`config.mk`:
```
export PLATFORM = sky130hd
export DESIGN_NAME = pwr_rst_ctrl
export DESIGN_NICKNAME = d
export VERILOG_FILES = /design/src/rtl/pwr_pkg.sv /design/src/rtl/pwr_timing_gen.sv /design/src/rtl/pwr_rst_qual.sv /design/src/rtl/pwr_seq.sv /design/src/rtl/pwr_rst_ctrl.sv
export SDC_FILE = /design/constraint.sdc
export NUM_CORES = 1
export LEC_CHECK = 0
export ABC_AREA = 1
export CAP_MARGIN = 10
export CORE_MARGIN = 4
export CORE_UTILIZATION = 45
export DETAILED_ROUTE_END_ITERATION = 10
export GPL_ROUTABILITY_DRIVEN = 0
export PLACE_DENSITY = 0.85
export SLEW_MARGIN = 10
export SYNTH_ARGS = -nofsm -noshare
export SYNTH_HDL_FRONTEND = slang
export SYNTH_SLANG_ARGS = --single-unit
export TNS_END_PERCENT = 20
```
`constraint.sdc`:
```
create_clock -name clk_i -period 2.74 [get_ports clk_i]
set_input_delay 0.822 -clock clk_i [delete_from_list [all_inputs] [get_ports clk_i]]
set_output_delay 0.822 -clock clk_i [all_outputs]
set_load 0.005 [all_outputs]
```
`src/rtl/pwr_pkg.sv`:
```
package pwr_pkg;
  typedef enum logic [1:0] {
    MODE_RUN   = 2'd0,
    MODE_IDLE  = 2'd1,
    MODE_PDOWN = 2'd2
  } pmode_e;

  localparam int unsigned IDL_BIT_DEF  = 0;
  localparam int unsigned PD_BIT_DEF   = 1;
  localparam int unsigned KEEP_BIT_DEF = 4;
endpackage

```
`src/rtl/pwr_timing_gen.sv`:
```
module pwr_timing_gen #(
  parameter int unsigned N_STATES  = 6,
  parameter int unsigned N_PHASES  = 2,
  parameter int unsigned SMP_STATE = 4,
  parameter int unsigned SMP_PHASE = 1,
  localparam int unsigned SW = $clog2(N_STATES),
  localparam int unsigned PW = (N_PHASES > 1) ? $clog2(N_PHASES) : 1
) (
  input  logic          clk_i,
  input  logic          rst_ni,
  input  logic          run_i,
  output logic [SW-1:0] state_o,
  output logic [PW-1:0] phase_o,
  output logic          sclk_o,
  output logic          smp_o,
  output logic          mc_end_o
);
  localparam logic [SW-1:0] LAST_S = SW'(N_STATES - 1);
  localparam logic [PW-1:0] LAST_P = PW'(N_PHASES - 1);
  localparam logic [SW-1:0] SMP_S  = SW'(SMP_STATE);
  localparam logic [PW-1:0] SMP_P  = PW'(SMP_PHASE);

  logic [SW-1:0] state_q;
  logic [PW-1:0] phase_q;
  logic          sclk_q;

  always_ff @(posedge clk_i or negedge rst_ni) begin
    if (!rst_ni) begin
      state_q <= '0;
      phase_q <= '0;
      sclk_q  <= 1'b0;
    end else if (run_i) begin
      sclk_q <= ~sclk_q;
      if (phase_q == LAST_P) begin
        phase_q <= '0;
        state_q <= (state_q == LAST_S) ? '0 : state_q + 1'b1;
      end else begin
        phase_q <= phase_q + 1'b1;
      end
    end
  end

  assign state_o  = state_q;
  assign phase_o  = phase_q;
  assign sclk_o   = sclk_q;
  assign smp_o    = run_i && (state_q == SMP_S) && (phase_q == SMP_P);
  assign mc_end_o = run_i && (state_q == LAST_S) && (phase_q == LAST_P);

  assert_div2_R1: assert property (@(posedge clk_i) disable iff (!rst_ni)
    run_i |=> (sclk_q != $past(sclk_q)));

  assert_freeze_R9: assert property (@(posedge clk_i) disable iff (!rst_ni)
    !run_i |=> ($stable(state_q) && $stable(phase_q) && $stable(sclk_q)));
endmodule

```
`src/rtl/pwr_rst_qual.sv`:
```
module pwr_rst_qual #(
  parameter int unsigned HOLD_CYC    = 2,
  parameter int unsigned SYNC_STAGES = 2,
  localparam int unsigned CW = $clog2(HOLD_CYC + 1)
) (
  input  logic clk_i,
  input  logic rst_ni,
  input  logic pin_i,
  input  logic smp_i,
  output logic pin_s_o,
  output logic int_rst_o
);
  localparam logic [CW-1:0] HOLD    = CW'(HOLD_CYC);
  localparam logic [CW-1:0] HOLD_M1 = CW'(HOLD_CYC - 1);

  logic [SYNC_STAGES-1:0] sync_q;
  logic [CW-1:0]          cnt_q;
  logic                   int_rst_q;
  logic                   pin_s;

  always_ff @(posedge clk_i or negedge rst_ni) begin
    if (!rst_ni) sync_q <= '0;
    else         sync_q <= {sync_q[SYNC_STAGES-2:0], pin_i};
  end
  assign pin_s = sync_q[SYNC_STAGES-1];

  // one decision per machine cycle, at the fixed sample point
  always_ff @(posedge clk_i or negedge rst_ni) begin
    if (!rst_ni) begin
      cnt_q     <= '0;
      int_rst_q <= 1'b1;
    end else if (smp_i) begin
      if (pin_s) begin
        if (cnt_q != HOLD) cnt_q <= cnt_q + 1'b1;
        if (cnt_q >= HOLD_M1) int_rst_q <= 1'b1;
      end else begin
        cnt_q     <= '0;
        int_rst_q <= 1'b0;
      end
    end
  end

  assign pin_s_o   = pin_s;
  assign int_rst_o = int_rst_q;

  assert_sample_only_R3: assert property (@(posedge clk_i) disable iff (!rst_ni)
    !smp_i |=> $stable(int_rst_q));

  assert_low_sample_clears_R4: assert property (@(posedge clk_i) disable iff (!rst_ni)
    (smp_i && !pin_s) |=> !int_rst_q);
endmodule

```
`src/rtl/pwr_seq.sv`:
```
module pwr_seq
  import pwr_pkg::*;
#(
  parameter int unsigned PCON_W   = 8,
  parameter int unsigned IDL_BIT  = IDL_BIT_DEF,
  parameter int unsigned PD_BIT   = PD_BIT_DEF,
  parameter int unsigned KEEP_BIT = KEEP_BIT_DEF
) (
  input  logic              clk_i,
  input  logic              rst_ni,
  input  logic              mc_end_i,
  input  logic              smp_i,
  input  logic              int_rst_i,
  input  logic              wake_i,
  input  logic              irq_i,
  input  logic              we_i,
  input  logic [PCON_W-1:0] wdata_i,
  output logic [PCON_W-1:0] pcon_o,
  output logic              cpu_en_o,
  output logic              per_en_o,
  output logic              run_o
);
  localparam logic [PCON_W-1:0] KEEP_MASK = PCON_W'(1) << KEEP_BIT;
  localparam logic [PCON_W-1:0] MODE_MASK = (PCON_W'(1) << IDL_BIT) | (PCON_W'(1) << PD_BIT);

  pmode_e            mode_q, mode_nxt;
  logic [PCON_W-1:0] pcon_q;
  logic              cpu_en_q, per_en_q, wake_q;

  always_comb begin
    mode_nxt = mode_q;
    if (int_rst_i) begin
      mode_nxt = MODE_RUN;
    end else begin
      unique case (mode_q)
        MODE_RUN: begin
          if (pcon_q[PD_BIT])       mode_nxt = MODE_PDOWN;
          else if (pcon_q[IDL_BIT]) mode_nxt = MODE_IDLE;
        end
        MODE_IDLE:  if (irq_i) mode_nxt = MODE_RUN;
        MODE_PDOWN: mode_nxt = MODE_PDOWN;
        default:    mode_nxt = MODE_RUN;
      endcase
    end
  end

  // enables move only on the machine-cycle boundary
  always_ff @(posedge clk_i or negedge rst_ni) begin
    if (!rst_ni) begin
      mode_q   <= MODE_RUN;
      cpu_en_q <= 1'b1;
      per_en_q <= 1'b1;
    end else if (mc_end_i) begin
      mode_q   <= mode_nxt;
      cpu_en_q <= (mode_nxt == MODE_RUN);
      per_en_q <= (mode_nxt != MODE_PDOWN);
    end
  end

  always_ff @(posedge clk_i or negedge rst_ni) begin
    if (!rst_ni) begin
      pcon_q <= '0;
    end else if (int_rst_i) begin
      pcon_q <= pcon_q & KEEP_MASK;
    end else if (mc_end_i && (mode_q != MODE_RUN) && (mode_nxt == MODE_RUN)) begin
      pcon_q <= pcon_q & ~MODE_MASK;
    end else if (we_i && cpu_en_q) begin
      pcon_q <= wdata_i;
    end
  end

  // power-down wake: run the counter while the pin is high, refreeze on a low sample
  always_ff @(posedge clk_i or negedge rst_ni) begin
    if (!rst_ni)                  wake_q <= 1'b0;
    else if (mode_q != MODE_PDOWN) wake_q <= 1'b0;
    else if (wake_i)              wake_q <= 1'b1;
    else if (smp_i)               wake_q <= 1'b0;
  end

  assign pcon_o   = pcon_q;
  assign cpu_en_o = cpu_en_q;
  assign per_en_o = per_en_q;
  assign run_o    = (mode_q != MODE_PDOWN) || wake_q;

  assert_gate_boundary_R12: assert property (@(posedge clk_i) disable iff (!rst_ni)
    !mc_end_i |=> ($stable(cpu_en_q) && $stable(per_en_q)));

  assert_pd_exit_R10: assert property (@(posedge clk_i) disable iff (!rst_ni)
    (mode_q == MODE_PDOWN && !int_rst_i) |=> (mode_q == MODE_PDOWN));

  assert_keep_bit_R6: assert property (@(posedge clk_i) disable iff (!rst_ni)
    int_rst_i |=> ((pcon_q & ~KEEP_MASK) == '0 && pcon_q[KEEP_BIT] == $past(pcon_q[KEEP_BIT])));

  assert_pd_priority_R11: assert property (@(posedge clk_i) disable iff (!rst_ni)
    (mc_end_i && !int_rst_i && mode_q == MODE_RUN && pcon_q[PD_BIT]) |=> !per_en_q);
endmodule

```
`src/rtl/pwr_rst_ctrl.sv`:
```
module pwr_rst_ctrl
  import pwr_pkg::*;
#(
  parameter int unsigned N_STATES = 6,
  parameter int unsigned N_PHASES = 2,
  parameter int unsigned HOLD_CYC = 2,
  parameter int unsigned PCON_W   = 8,
  localparam int unsigned SW = $clog2(N_STATES),
  localparam int unsigned PW = (N_PHASES > 1) ? $clog2(N_PHASES) : 1
) (
  input  logic              clk_i,
  input  logic              rst_ni,
  input  logic              rst_pin_i,
  input  logic              irq_pend_i,
  input  logic              pcon_we_i,
  input  logic [PCON_W-1:0] pcon_wdata_i,
  output logic [PCON_W-1:0] pcon_o,
  output logic [SW-1:0]     state_o,
  output logic [PW-1:0]     phase_o,
  output logic              state_clk_o,
  output logic              cpu_clk_en_o,
  output logic              per_clk_en_o,
  output logic              int_rst_o
);
  logic run, smp, mc_end, pin_s, int_rst;

  pwr_timing_gen #(
    .N_STATES (N_STATES),
    .N_PHASES (N_PHASES),
    .SMP_STATE(N_STATES - 2),
    .SMP_PHASE(N_PHASES - 1)
  ) u_tgen (
    .clk_i   (clk_i),
    .rst_ni  (rst_ni),
    .run_i   (run),
    .state_o (state_o),
    .phase_o (phase_o),
    .sclk_o  (state_clk_o),
    .smp_o   (smp),
    .mc_end_o(mc_end)
  );

  pwr_rst_qual #(
    .HOLD_CYC   (HOLD_CYC),
    .SYNC_STAGES(2)
  ) u_rqual (
    .clk_i    (clk_i),
    .rst_ni   (rst_ni),
    .pin_i    (rst_pin_i),
    .smp_i    (smp),
    .pin_s_o  (pin_s),
    .int_rst_o(int_rst)
  );

  pwr_seq #(
    .PCON_W(PCON_W)
  ) u_seq (
    .clk_i    (clk_i),
    .rst_ni   (rst_ni),
    .mc_end_i (mc_end),
    .smp_i    (smp),
    .int_rst_i(int_rst),
    .wake_i   (pin_s),
    .irq_i    (irq_pend_i),
    .we_i     (pcon_we_i),
    .wdata_i  (pcon_wdata_i),
    .pcon_o   (pcon_o),
    .cpu_en_o (cpu_clk_en_o),
    .per_en_o (per_clk_en_o),
    .run_o    (run)
  );

  assign int_rst_o = int_rst;
endmodule

```
==> results.json <==
{
  "start_kind": "flip-flop",
  "num_vias": 912,
  "totalWireLength_mm": 2.13,
  "p_sw_w": 0.000584,
  "std_cell_rows": 17,
  "required_ns": 1.92,
  "power.density_nw_per_um2": 1070,
  "crit_cells": 1,
  "cts_hold_buf": 0,
  "cts-resized-gates": 0,
  "syn_inst": 120,
  "cts_tree": "built",
  "p_leak_nw": 0.675,
  "post-dp-hpwl_mm": 1.61,
  "fp.dieH_um": 57.0,
  "cp-end-kind": "output pin",
  "wire_per_inst_um": 11.9,
  "clkSlewWorstSetupHoldPaths_ns": 0.12,
  "finalCritPeriodShare_pct": 80.0,
  "clock_sinks": 23,
  "path_max_fanout": 3,
  "grt_pass1_wl_mm": 3.86,
  "ys_warn_count": 0,
  "peakVddDrop_mv": 0.838,
  "clockRootBuffer": "clkbuf_4",
  "synth_area_leaders": "dfrtp_1 (46%), nand2_1 (11%), dfstp_2 (7.3%)",
  "numCtsBuffers": 3,
  "fp.dieArea_um2": 3250,
  "synth_fp_nets": 135,
  "worst_pin_slew_ns": 0.284,
  "power.internal_w": 0.000929,
  "drive_gt1_share_pct": 11.9,
  "met2_usage_pct": 25.0,
  "grt_use_met3_pct": 5.20,
  "synth_seq_area_share_pct": 53.6,
  "hold_violations": 0,
  "swShare_pct": 38.6,
  "cts_buffer_depth": 2,
  "reg2reg_depth": 8,
  "period_minus_slack_ns": 2.19,
  "grt_use_met1_pct": 18.6,
  "initial_utilization_pct": 47.9,
  "slowest_delay_ns": 0.57,
  "holdPathStages": 0,
  "grt_pass1_vias": 884,
  "path_cells": "clkdlybuf4s50_1",
  "die_w_um": 57.0,
  "cpLargestDelayFamily": "flip-flops",
  "cts_setup_buffers": 0,
  "slew_headroom_pct": 81.1,
  "clock_latency_ns": 0.30,
  "track_usage_pct": 14.9,
  "p_total_w": 0.00151,
  "cp_slowest_cell": "dfstp_2",
  "busiest_layer": "met2",
  "p_comb_share_pct": 48.9,
  "fmax_ghz": 0.456,
  "rsz0062_at_grt": "false",
  "drv_slew": 0,
  "pin_count": 29,
  "grt_overflow_total": 0,
  "drcViolationCount": 0,
  "tns_ns": 0,
  "io_buffer_count": 28,
  "finalSetupViolCount": 0,
  "detail_route.vias_per_cell": 5.09,
  "maxCapViolations": 0,
  "hold_path.class": "flip-flop to flip-flop",
  "final_util_pct": 62.7,
  "grt_max_degree": 24,
  "cts.htree.levels": 1,
  "fin_skew_ns": 0.00288,
  "status": "finished clean",
  "yosys.area.top_type": "dfrtp_1",
  "syn_to_final_growth_pct": 30.8,
  "ys_ff_latch": 23,
  "dr.pass1.iters": 4,
  "grt_antenna_before_repair": 0,
  "synth.avg_cell_area_um2": 9.01,
  "clkPwrFrac_pct": 10.0,
  "crit_arrival_ns": 1.37,
  "crit_type": "flip-flop to output pin",
  "drtAntennaViolNets": 0,
  "power.share.sequential_pct": 41.1,
  "ff2ff_setup_slack_ns": 1.20,
  "drt_iter0_markers": 24,
  "antenna_cells": 0,
  "critPathBufInv": 1,
  "ys_types": 24,
  "num-nets-final": 167,
  "coreArea_um2": 2250,
  "synth_area_um2": 1080,
  "synth_top_area_share_pct": 46.3
}
[logic make-up (layout without fill, tap and decap cells)]
family	count (synthesis)	after routing	share of synthesized area, %
AO/OA/AOI/OAI	8	8	5.44
XOR/XNOR	2	2	1.62
flip-flops	23	23	53.6
adder cells (fa/ha/maj)	2	2	2.31
buffers and inverters	18	49	7.06
AND/OR/NAND/NOR	67	67	30.0
[cells in the final DEF (no fill, tap or decap)]
cell type	n
clkinv_1	1
a21oi_4	1
nand2_1	33
buf_4	1
o21ai_0	2
clkbuf_1	1
clkdlybuf4s50_1	28
and3b_1	1
nand3_2	2
nor3_2	1
nand3_1	8
o21ai_1	2
dfstp_2	3
nor2_2	2
o21a_1	2
xor2_1	2
a21boi_1	1
inv_1	12
nand2_2	2
dfrtp_1	20
nand4_1	11
inv_2	3
nor3_1	1
nor2_1	6
clkbuf_4	3
ha_1	2
[synthesized netlist by cell type (all sizes together)]
cell type,count
nor2,8
inv,15
nand2,35
nor3,2
dfstp,3
o21ai,4
dfrtp,20
ha,2
and3b,1
o21a,2
nand3,10
a21boi,1
buf,2
xor2,2
a21oi,1
clkinv,1
nand4,11
[registers in the layout, indices dropped and copies added, names as in the netlist]
signal             flops
u_seq.pcon_o           8
u_tgen.state_o         3
u_rqual.cnt_q          2
u_rqual.sync_q         2
u_seq.mode_q           2
u_rqual.int_rst_o      1
u_seq.cpu_en_o         1
u_seq.per_en_o         1
u_seq.wake_q           1
u_tgen.phase_o         1
u_tgen.sclk_o          1
[per-layer routing]
| layer | up-vias | wire (um) |
|---|---|---|
| li1 | 454 | - |
| met3 | 2 | 109 |
| met1 | 432 | 967 |
| met4 | 0 | 18 |
| met5 | - | 0 |
| met2 | 24 | 1030 |
[final cells by class]
class,instances,area [um2]
fillers,215,841
flip-flops and latches,23,579
multi-input cells,79,425
repair buffers,29,288
inverters,16,60.1
well taps,28,35.0
clock buffers,4,26.3
[worst paths after layout]
check,startpoint,end
max in group asynchronous,rst_ni,u_rqual.int_rst_o$_DFFE_PN1P_
hold / removal,u_rqual.sync_q[0]$_DFF_PN0_,u_rqual.sync_q[1]$_DFF_PN0_
setup reg to reg,u_rqual.int_rst_o$_DFFE_PN1P_,u_seq.pcon_o[5]$_DFFE_PN0P_
min in group asynchronous,rst_ni,u_seq.pcon_o[4]$_DFFE_PN0P_
hold reg to reg,u_rqual.sync_q[0]$_DFF_PN0_,u_rqual.sync_q[1]$_DFF_PN0_
setup / recovery,u_rqual.int_rst_o$_DFFE_PN1P_,int_rst_o
[per-stage QoR]
step	setup WS [ns]	cell area, um2	hold WS [ns]	std cells
floorplan	1.23	1080	0.331	120
detailed placement	0.617	1390	0.337	175
finish	0.549	1410	0.361	179
global placement	0.642	1390	0.334	175
CTS	0.530	1410	0.364	179
global route	0.471	1410	0.383	179
[power groups by stage]
stage	Clock, W	Sequential (W)	Combinational, W
global route	0.000176	0.000647	0.000833
global placement	0	0.000622	0.000720
finish	0.000151	0.000622	0.000741
floorplan	0	0.000619	0.000418
detailed placement	0	0.000629	0.000743
CTS	0.000157	0.000623	0.000749
Power figures use the tool's default switching activity.
